### config.mk
export PLATFORM = sky130hd
export DESIGN_NAME = mbus_arb_tx
export DESIGN_NICKNAME = d
export VERILOG_FILES = /design/src/rtl/mbus_pkg.sv /design/src/rtl/mbus_time_sel.sv /design/src/rtl/mbus_arb_det.sv /design/src/rtl/mbus_err_flag.sv /design/src/rtl/mbus_arb_tx.sv
export SDC_FILE = /design/constraint.sdc
export NUM_CORES = 1
export LEC_CHECK = 0
export ABC_CLOCK_PERIOD_IN_PS = 5100
export BUFFER_PORTS_ARGS = -buffer_cell sky130_fd_sc_hd__buf_2
export CELL_PAD_IN_SITES_DETAIL_PLACEMENT = 1
export CELL_PAD_IN_SITES_GLOBAL_PLACEMENT = 1
export CORE_MARGIN = 4
export CORE_UTILIZATION = 42
export CTS_CLUSTER_SIZE = 20
export DETAILED_ROUTE_END_ITERATION = 10
export HOLD_SLACK_MARGIN = 0.1
export PLACE_DENSITY_LB_ADDON = 0.1
export REMOVE_ABC_BUFFERS = 1
export SYNTH_ARGS = -nofsm -noshare
export SYNTH_HDL_FRONTEND = slang
export SYNTH_SLANG_ARGS = --single-unit
### constraint.sdc
create_clock -name clk -period 5.1 [get_ports clk]
set_clock_uncertainty 0.05 [all_clocks]
set_input_delay 0.765 -clock clk [delete_from_list [all_inputs] [get_ports clk]]
set_output_delay 0.765 -clock clk [all_outputs]
set_load 0.05 [all_outputs]
### src/rtl/mbus_pkg.sv
package mbus_pkg;

    typedef enum logic [1:0] {
        OP_START = 2'd0,
        OP_BIT   = 2'd1,
        OP_STOP  = 2'd2,
        OP_RSV   = 2'd3
    } op_e;

    typedef enum logic [2:0] {
        ST_IDLE,
        ST_SHOLD,
        ST_LRDY,
        ST_LOW,
        ST_WHI,
        ST_HIGH,
        ST_SETUP,
        ST_BUF
    } st_e;

    typedef enum logic [1:0] {
        K_BIT,
        K_STOP,
        K_RST
    } kind_e;

    localparam int NT      = 5;
    localparam int T_HIGH  = 0;
    localparam int T_LOW   = 1;
    localparam int T_HOLD  = 2;
    localparam int T_SETUP = 3;
    localparam int T_BUF   = 4;

endpackage

### src/rtl/mbus_time_sel.sv
module mbus_time_sel #(
    parameter int              TW  = 8,
    parameter logic [TW-1:0]   DEF = 1
) (
    input  logic [TW-1:0] cfg_i,
    output logic [TW-1:0] eff_o
);
    always_comb begin
        eff_o = (cfg_i == '0) ? DEF : cfg_i;
    end
endmodule

### src/rtl/mbus_arb_det.sv
module mbus_arb_det (
    input  logic check_en,
    input  logic sda_rel,
    input  logic sda_in,
    output logic lost
);
    // a released data line that reads low belongs to another master
    always_comb begin
        lost = check_en && sda_rel && !sda_in;
    end
endmodule

### src/rtl/mbus_err_flag.sv
module mbus_err_flag (
    input  logic clk,
    input  logic rst_n,
    input  logic set_i,
    input  logic clr_i,
    input  logic en_i,
    output logic err_o,
    output logic irq_o
);
    logic err_d, err_q;

    always_comb begin
        err_d = set_i || (err_q && !clr_i);
    end

    always_ff @(posedge clk or negedge rst_n) begin
        if (!rst_n) err_q <= 1'b0;
        else        err_q <= err_d;
    end

    assign err_o = err_q;
    assign irq_o = err_q && en_i;
endmodule

### src/rtl/mbus_arb_tx.sv
module mbus_arb_tx #(
    parameter int            TW         = 8,
    parameter logic [TW-1:0] DEF_THIGH  = 5,
    parameter logic [TW-1:0] DEF_TLOW   = 6,
    parameter logic [TW-1:0] DEF_THOLD  = 4,
    parameter logic [TW-1:0] DEF_TSETUP = 4,
    parameter logic [TW-1:0] DEF_TBUF   = 7
) (
    input  logic          clk,
    input  logic          rst_n,
    input  logic          cmd_valid,
    input  logic [1:0]    cmd_op,
    input  logic          cmd_bit,
    output logic          cmd_ready,
    input  logic [TW-1:0] cfg_thigh,
    input  logic [TW-1:0] cfg_tlow,
    input  logic [TW-1:0] cfg_thold,
    input  logic [TW-1:0] cfg_tsetup,
    input  logic [TW-1:0] cfg_tbuf,
    input  logic          irq_en,
    input  logic          err_clr,
    input  logic          sda_in,
    input  logic          scl_in,
    output logic          sda_pd,
    output logic          scl_pd,
    output logic          bus_err,
    output logic          irq,
    output logic          abort
);
    import mbus_pkg::*;

    localparam logic [TW-1:0]      ONE      = 1;
    localparam logic [NT*TW-1:0]   DEF_PACK = {DEF_TBUF, DEF_TSETUP, DEF_THOLD, DEF_TLOW, DEF_THIGH};

    typedef struct packed {
        st_e           st;
        kind_e         kind;
        logic [TW-1:0] cnt;
        logic          sda_pd;
        logic          scl_pd;
        logic          abort;
    } regs_t;

    regs_t r_d, r_q;

    logic [NT*TW-1:0] cfg_pack;
    logic [TW-1:0]    t_eff [NT];
    logic             lost;
    logic             accept;
    op_e              op;

    assign cfg_pack = {cfg_tbuf, cfg_tsetup, cfg_thold, cfg_tlow, cfg_thigh};

    for (genvar g = 0; g < NT; g++) begin : g_tsel
        mbus_time_sel #(
            .TW  (TW),
            .DEF (DEF_PACK[g*TW +: TW])
        ) u_tsel (
            .cfg_i (cfg_pack[g*TW +: TW]),
            .eff_o (t_eff[g])
        );
    end

    mbus_arb_det u_arb (
        .check_en (r_q.st == ST_HIGH || r_q.st == ST_SETUP),
        .sda_rel  (!r_q.sda_pd),
        .sda_in   (sda_in),
        .lost     (lost)
    );

    mbus_err_flag u_err (
        .clk   (clk),
        .rst_n (rst_n),
        .set_i (lost),
        .clr_i (err_clr),
        .en_i  (irq_en),
        .err_o (bus_err),
        .irq_o (irq)
    );

    assign cmd_ready = (r_q.st == ST_IDLE) || (r_q.st == ST_LRDY);
    assign accept    = cmd_valid && cmd_ready;
    assign op        = op_e'(cmd_op);

    always_comb begin
        r_d       = r_q;
        r_d.abort = 1'b0;
        case (r_q.st)
            ST_IDLE: begin
                if (accept && op == OP_START) begin
                    r_d.st     = ST_SHOLD;
                    r_d.sda_pd = 1'b1;
                    r_d.cnt    = t_eff[T_HOLD] - ONE;
                end
            end
            ST_SHOLD: begin
                if (r_q.cnt == '0) begin
                    r_d.st     = ST_LRDY;
                    r_d.scl_pd = 1'b1;
                end else begin
                    r_d.cnt = r_q.cnt - ONE;
                end
            end
            ST_LRDY: begin
                if (accept) begin
                    case (op)
                        OP_BIT: begin
                            r_d.st     = ST_LOW;
                            r_d.kind   = K_BIT;
                            r_d.sda_pd = !cmd_bit;
                            r_d.cnt    = t_eff[T_LOW] - ONE;
                        end
                        OP_STOP: begin
                            r_d.st     = ST_LOW;
                            r_d.kind   = K_STOP;
                            r_d.sda_pd = 1'b1;
                            r_d.cnt    = t_eff[T_LOW] - ONE;
                        end
                        OP_START: begin
                            r_d.st     = ST_LOW;
                            r_d.kind   = K_RST;
                            r_d.sda_pd = 1'b0;
                            r_d.cnt    = t_eff[T_LOW] - ONE;
                        end
                        default: ;
                    endcase
                end
            end
            ST_LOW: begin
                if (r_q.cnt == '0) begin
                    r_d.st     = ST_WHI;
                    r_d.scl_pd = 1'b0;
                end else begin
                    r_d.cnt = r_q.cnt - ONE;
                end
            end
            ST_WHI: begin
                if (scl_in) begin
                    if (r_q.kind == K_BIT) begin
                        r_d.st  = ST_HIGH;
                        r_d.cnt = t_eff[T_HIGH] - ONE;
                    end else begin
                        r_d.st  = ST_SETUP;
                        r_d.cnt = t_eff[T_SETUP] - ONE;
                    end
                end
            end
            ST_HIGH, ST_SETUP: begin
                if (lost) begin
                    r_d.st     = ST_BUF;
                    r_d.sda_pd = 1'b0;
                    r_d.scl_pd = 1'b0;
                    r_d.abort  = 1'b1;
                    r_d.cnt    = t_eff[T_BUF] - ONE;
                end else if (r_q.cnt != '0) begin
                    r_d.cnt = r_q.cnt - ONE;
                end else if (r_q.st == ST_HIGH) begin
                    r_d.st     = ST_LRDY;
                    r_d.scl_pd = 1'b1;
                end else if (r_q.kind == K_STOP) begin
                    r_d.st     = ST_BUF;
                    r_d.sda_pd = 1'b0;
                    r_d.cnt    = t_eff[T_BUF] - ONE;
                end else begin
                    r_d.st     = ST_SHOLD;
                    r_d.sda_pd = 1'b1;
                    r_d.cnt    = t_eff[T_HOLD] - ONE;
                end
            end
            ST_BUF: begin
                if (r_q.cnt == '0) r_d.st  = ST_IDLE;
                else               r_d.cnt = r_q.cnt - ONE;
            end
            default: r_d.st = ST_IDLE;
        endcase
    end

    always_ff @(posedge clk or negedge rst_n) begin
        if (!rst_n) begin
            r_q.st     <= ST_IDLE;
            r_q.kind   <= K_BIT;
            r_q.cnt    <= '0;
            r_q.sda_pd <= 1'b0;
            r_q.scl_pd <= 1'b0;
            r_q.abort  <= 1'b0;
        end else begin
            r_q <= r_d;
        end
    end

    assign sda_pd = r_q.sda_pd;
    assign scl_pd = r_q.scl_pd;
    assign abort  = r_q.abort;

endmodule

Yosys cells after proc, flatten, opt, wreduce, memory -nomap -nowiden

Index checks and enable logic that the tools add are counted.

Word-level logic and storage cells: 103
Input bits: 50
Flip-flop bits (word level): 17
Output and inout port bits: 6

Muxes and demuxes: 35
Equal/unequal tests: 22
Add/subtract/negate cells: 6
Reductions and logical operators: 33

Operators with widths:

| cell                                                   | count |
|---|---|
| 2-to-1 mux 8 bit                                       | 9 |
| zero test 8 bit                                        | 6 |
| subtractor 8 x 1 -> 8 bit (second input constant)      | 6 |
| one-hot mux 14 bit (3 select lines)                    | 1 |
| one-hot mux 8 bit (5 select lines)                     | 1 |
| 2-to-1 mux 3 bit                                       | 9 |
| 2-to-1 mux 9 bit                                       | 3 |
| one-hot mux 3 bit (7 select lines)                     | 1 |
| 2-to-1 mux 14 bit                                      | 1 |
| equality test 3 bit (second input constant)            | 4 |
| inequality test 2 bit (second input constant)          | 6 |
| AND reduction 6 bit                                    | 2 |
| 2-to-1 mux 10 bit                                      | 1 |
| inequality test 3 x 2 -> 1 bit (second input constant) | 3 |
| nonzero test 3 bit                                     | 3 |
| AND reduction 8 bit                                    | 1 |
| nonzero test 8 bit                                     | 1 |
| equality test 3 x 2 -> 1 bit (second input constant)   | 2 |
| logical AND 1 bit                                      | 6 |
| one-hot mux 1 bit (3 select lines)                     | 2 |
| 2-to-1 mux 1 bit                                       | 5 |
| AND reduction 5 bit                                    | 1 |
| equality test 2 x 1 -> 1 bit (second input constant)   | 2 |
| zero test 1 bit                                        | 4 |
| other kinds (12)                                       | 16 |

Longest topological paths before layout

Word-level depth: 8
Depth in mapped cells: 11
Mapped depth without buffers: 10

Cells and area by module

Synthesis repeated with hierarchy kept, for this count alone.

Cell total of the unflattened synthesis: 316
Area, all modules: 2382.3 um^2

By module, submodules not included:

| module                               | area each (um^2) | cells an instance | seq. area each (um^2) | times used |
|---|---|---|---|---|
| mbus_arb_tx                          | 2035.7           | 257               | 400.4                 | 1 |
| mbus_time_sel (g_tsel[0].u_tsel ...) | 61.3             | 11                | 0.0                   | 2 |
| mbus_time_sel (g_tsel[2].u_tsel ...) | 51.3             | 10                | 0.0                   | 2 |
| mbus_time_sel (g_tsel[4].u_tsel)     | 70.1             | 12                | 0.0                   | 1 |
| mbus_err_flag                        | 42.5             | 4                 | 25.0                  | 1 |
| mbus_arb_det                         | 8.8              | 1                 | 0.0                   | 1 |

Worst setup path before layout

OpenSTA, ideal clock, no wires.

Path kind: input-to-reg
From: input port cfg_thigh[3]
To: register r_q[4] (netlist name)
Required time: 4929 ps
Stages: 10
Setup time: 121 ps
Data arrival time: 2589 ps
Buffers on the path: 0
Setup slack: 2340 ps
Cell sequence: or4_4 -> nor4_1 -> nor3_1 -> o21bai_1 -> ha_1 -> a21oi_1 -> o21ai_0 -> o221ai_1 -> o21bai_1 -> a22o_1

Longest elaborated chain between the ends: 6

Ends and longest elaborated chain:

| item                               | RTL line           | source |
|---|---|---|
| from (decl)                        | mbus_arb_tx.sv:15  | `input logic [TW-1:0] cfg_thigh,` |
| zero test 8 bit                    | mbus_time_sel.sv:9 | `eff_o = (cfg_i == '0) ? DEF : cfg_i;` |
| 2-to-1 mux 8 bit                   | mbus_time_sel.sv:9 |  |
| subtractor 8 x 1 -> 8 bit          | mbus_arb_tx.sv:141 | `r_d.cnt = t_eff[T_HIGH] - ONE;` |
| 2-to-1 mux 8 bit                   | mbus_arb_tx.sv:139 | `if (r_q.kind == K_BIT) begin` |
| 2-to-1 mux 8 bit                   | mbus_arb_tx.sv:138 | `if (scl_in) begin` |
| one-hot mux 8 bit (5 select lines) | mbus_arb_tx.sv:88  | `case (r_q.st)` |
| to (signal assigned)               | mbus_arb_tx.sv:187 | `r_q <= r_d;` |
| to (decl)                          | mbus_arb_tx.sv:44  | `regs_t r_d, r_q;` |

No other way between the ends. The select of a mux whose other input is x is not followed.
A chain may end at the register's enable or synchronous reset.

Worst setup path after layout

From: register r_q[3] (netlist name)
To: register r_q[5] (netlist name)

Longest elaborated chain between the ends: 4
Elaborated cells between the ends (all ways): 10
Classes of those cells: add/sub (1); eq/ne (2); mux (4); reduce/logical (3)

Ends and longest elaborated chain:

| item                                                                   | RTL line           | source |
|---|---|---|
| subtractor 8 x 1 -> 8 bit / nonzero test 8 bit (equally long branches) | n/a                |  |
| 2-to-1 mux 8 bit                                                       | mbus_arb_tx.sv:155 | `end else if (r_q.cnt != '0) begin` |
| 2-to-1 mux 10 bit                                                      | mbus_arb_tx.sv:149 | `if (lost) begin` |
| one-hot mux 8 bit (5 select lines)                                     | mbus_arb_tx.sv:88  |  |

Several ways; a longest one is shown, not always the timed one. The select of a mux whose other input is x is not followed.

==> summary.md <==
| Metric | Value |
|---|---|
| Congestion Overflow GR | 0 |
| Min Tclk post-route | around 2.9 ns |
| Seq/Total Area, Yosys | a little under a fifth |
| Worst setup SP type | flip-flop |
| Ys Warns | 0 |
| Hold crit path type | input pin to async pin |
| Clock Latency Late Sink | 0.26 ns |
| Total Power | around 1.3 mW |
| Die Area | 6694 um^2 |
| Io pins | 56 |
| Status | complete, no violations |
| WS Path Type | flip-flop to flip-flop |
| Net Sw Frac | 54.78% |
| Crit Reg-Reg Endpoint | r_q[5] |
| Pwr Density | 502.7 nW/um^2 |
| Period utilisation layout | between 50% and 60% |
| Req. time, crit path | a little over 5 ns |
| CP delay by family, top | compound AO/OA/AOI/OAI gates |
| CTS Hold Bufs | 0 |
| Synth top area share | a little under a fifth |
| Crit-path slowest cell | or4b_4 |
| Syn Inst Count | slightly above 300 |
| Post-synth top flop | dfrtp_1 |
| WL/cell | 18.05 um |
| CP peak stage delay | between 0.5 and 0.6 ns |
| Gp weighted congestion | between 0.8 and 0.9 |
| # nets final | 415 |
| Ant. Diodes | 0 |
| Register bit total from synthesis | 17 |
| Slew headroom | about two fifths |
| Slew Limit Fails | 0 |
| Pleak | slightly above 1 nW |
| Post-CTS resize count | 0 |
| Total negative slack | 0 ns |
| Layout cells sized above 1 | 20.79% |
| Fmax | approximately 340 MHz |
| Buf/Inv on CP | 1 |
| Layout filler cell count | between 700 and 800 |
| Post-synth EDFFs | 0 |
| Finish-stage setup viols | 0 |
| DRC | 0 |
| Port bufs | 55 |
| Rows | 26 |
| Initial Util | 43.97% |
| Avg Cell Area, Syn | 7.406 um^2 |
| TritonCTS clock tree | yes |
| Largest net degree at the start of global routing | 22 |
| Reg2reg path depth | 8 |
| Core Box Area | approximately 5200 um^2 |
| WL final | between 7000 and 8000 um |
| CP cell instances | inv_1 > ha_1 > or4b_4 > or2_1 > a31oi_2 > o22ai_1 > a211oi_1 > a21oi_1 |
| Mapped Area | between 2000 and 2500 um^2 |
| Clock-pin slew on the worst setup and hold paths | 0.07 ns |
| Ys async rst share | 100.0% |
| Seq pwr share | 23.6% |
| Synth area leader | dfrtp_1 |
| Max rail drop VDD | 0.3027 mV |
| Endpoint type of the worst setup path | flip-flop |
| Reg2reg setup slack | 2.19 ns |
| HPWL after detailed placement | approximately 6300 um |
| First-pass GRT wire length | 12230 um |
| Arrival time at the worst endpoint | 3.00 ns |
| Net switching power | about 0.72 mW |
| # Post-CTS Setup Buffers | 0 |
| GRT Total Usage | 23.32% |
| Most instantiated cells after synthesis | a21oi_1, nor2_1, inv_1 |
| Via density | about 6.2 |
| Combinational share of power | between 60% and 70% |
| Vias in the first global route | between 2000 and 3000 |
| Root buffer cell | clkbuf_8 |
| Internal power | 0.5976 mW |
| Clock Power Share | about 8% |
| Final Util | about half |
| Final hold violations | 0 |
| Post-synth cell types | between 50 and 60 |
| Routed Antenna Nets | 0 |
| Maxcap violations | 0 |
| RSZ-0062 raised after global routing | false |
| Worst reg2reg startpoint | r_q[3] |
| Worst-path maximum fanout | 9 |
| Initial antenna violation count | 0 |
| Number of H-tree levels | 1 |
| Top post-synthesis cells by area | dfrtp_1, a21oi_1, nor2_1 |
| Chip width | around 82 um |
| Clock net sink count | 17 |
| Syn-to-layout area delta | 14.87% |
| DRT iter0 DRCs | 143 |
| Worst-margin pin slew | a little under 0.9 ns |
| Cell with the most instances after synthesis | a21oi_1 |
| Total number of vias | 2653 |
| Die H | ~80 um |
| TritonCTS buffer count | 3 |
| CTS Buffer Depth | 2 |
| Drt pass-1 iters | 4 |
routing by layer:
metal / GRT usage (%) / share of wire (%)
met2: 43.05 / 51
met4: 4.651 / 1.5
met1: 28.77 / 44
met5: 0 / 0
met3: 2.961 / 4.1
sequential cells by signal, indices dropped and copies added (netlist names):
signal and cells:
u_err.err_o 1, r_q 13, sda_pd 1, abort 1
scl_pd 1
worst max-delay path by stage:
stage	startpoint	end	slack (ns)	cells after the start
final	r_q[3]	r_q[5]	2.19	8
after global routing	cmd_op[0]	r_q[7]	2.04	9
after CTS	r_q[3]	r_q[10]	2.20	7
after detailed placement	cfg_thigh[3]	r_q[4]	1.96	11
after global placement	cfg_thigh[3]	r_q[4]	1.96	11
after floorplan	cfg_thigh[3]	r_q[4]	2.33	10
worst register-to-register path: cells and delay by family (launching register included):
family / cells / cell delay (ns)
fa+ha+maj: 1 / 0.21
compound gates: 4 / 1.06
buf+inv: 1 / 0.10
flops: 1 / 0.44
simple gates: 2 / 0.93
kinds of logic (layout without fill, tap and decap cells):
kind of cell               count (synthesis)  after routing  synth area share [%]
AOI/OAI and AO/OA                        114            114                 33.52
xor gates and xnor gates                  13             13                 4.975
adders and majority gates                  8              8                 4.374
buffers and inverters                     30             77                 5.904
DFF                                       17             17                 18.59
muxes                                      9              9                 4.046
and+or+nand+nor                          118            118                 28.60
power by group through the flow:
stage / Clock, mW / Combinational (mW) / Sequential, mW
2_1_floorplan: 0 / 0.639 / 0.307
3_3_place_gp: 0 / 0.870 / 0.306
3_5_place_dp: 0 / 0.894 / 0.311
4_1_cts: 0.110 / 0.899 / 0.310
5_1_grt: 0.116 / 0.995 / 0.327
6_report: 0.108 / 0.901 / 0.312
through the flow:
step / worst slack, ns / instances / hold WS [ns] / cell area [um^2]
2_1_floorplan: 2.328 / 297 / 0.4194 / 2221
3_3_place_gp: 1.957 / 422 / 0.4537 / 2584
3_5_place_dp: 1.964 / 422 / 0.4649 / 2584
4_1_cts: 2.204 / 426 / 0.4010 / 2629
5_1_grt: 2.041 / 426 / 0.4067 / 2629
6_report: 2.193 / 426 / 0.3824 / 2629
area by class of cell:
type / count / area, um^2 / area share, %
inverter: 18 / 67.56 / 2.570
sequential: 17 / 425.4 / 16.18
multi-input combinational: 262 / 1728 / 65.73
timing repair buffer: 55 / 275.3 / 10.47
tap: 70 / 87.58 / 3.332
clock buffer: 4 / 45.04 / 1.713
cells in the final DEF, fill, tap and decap left out, types with 3 or more instances in the layout:
cell / Yosys / layout
a2111oi_0: 3 / 3
buf_2: 0 / 55
o21a_1: 3 / 3
ha_1: 8 / 8
o211ai_1: 5 / 5
o21bai_1: 3 / 3
a211oi_1: 4 / 4
o22ai_1: 7 / 7
or3_1: 8 / 8
nor2b_1: 3 / 3
nor2_1: 27 / 27
xor2_1: 4 / 4
or4_1: 8 / 8
nand3_1: 8 / 8
a21oi_1: 34 / 34
a31oi_1: 8 / 8
clkbuf_8: 0 / 3
nand2_1: 14 / 14
nand2b_1: 5 / 5
nor4_1: 10 / 10
and2_1: 3 / 3
dfrtp_1: 17 / 17
xnor2_1: 9 / 9
mux2i_1: 7 / 7
o31ai_1: 7 / 7
o21ai_0: 17 / 17
nor3_1: 15 / 15
inv_1: 18 / 18
Power figures use the tool's default switching activity.
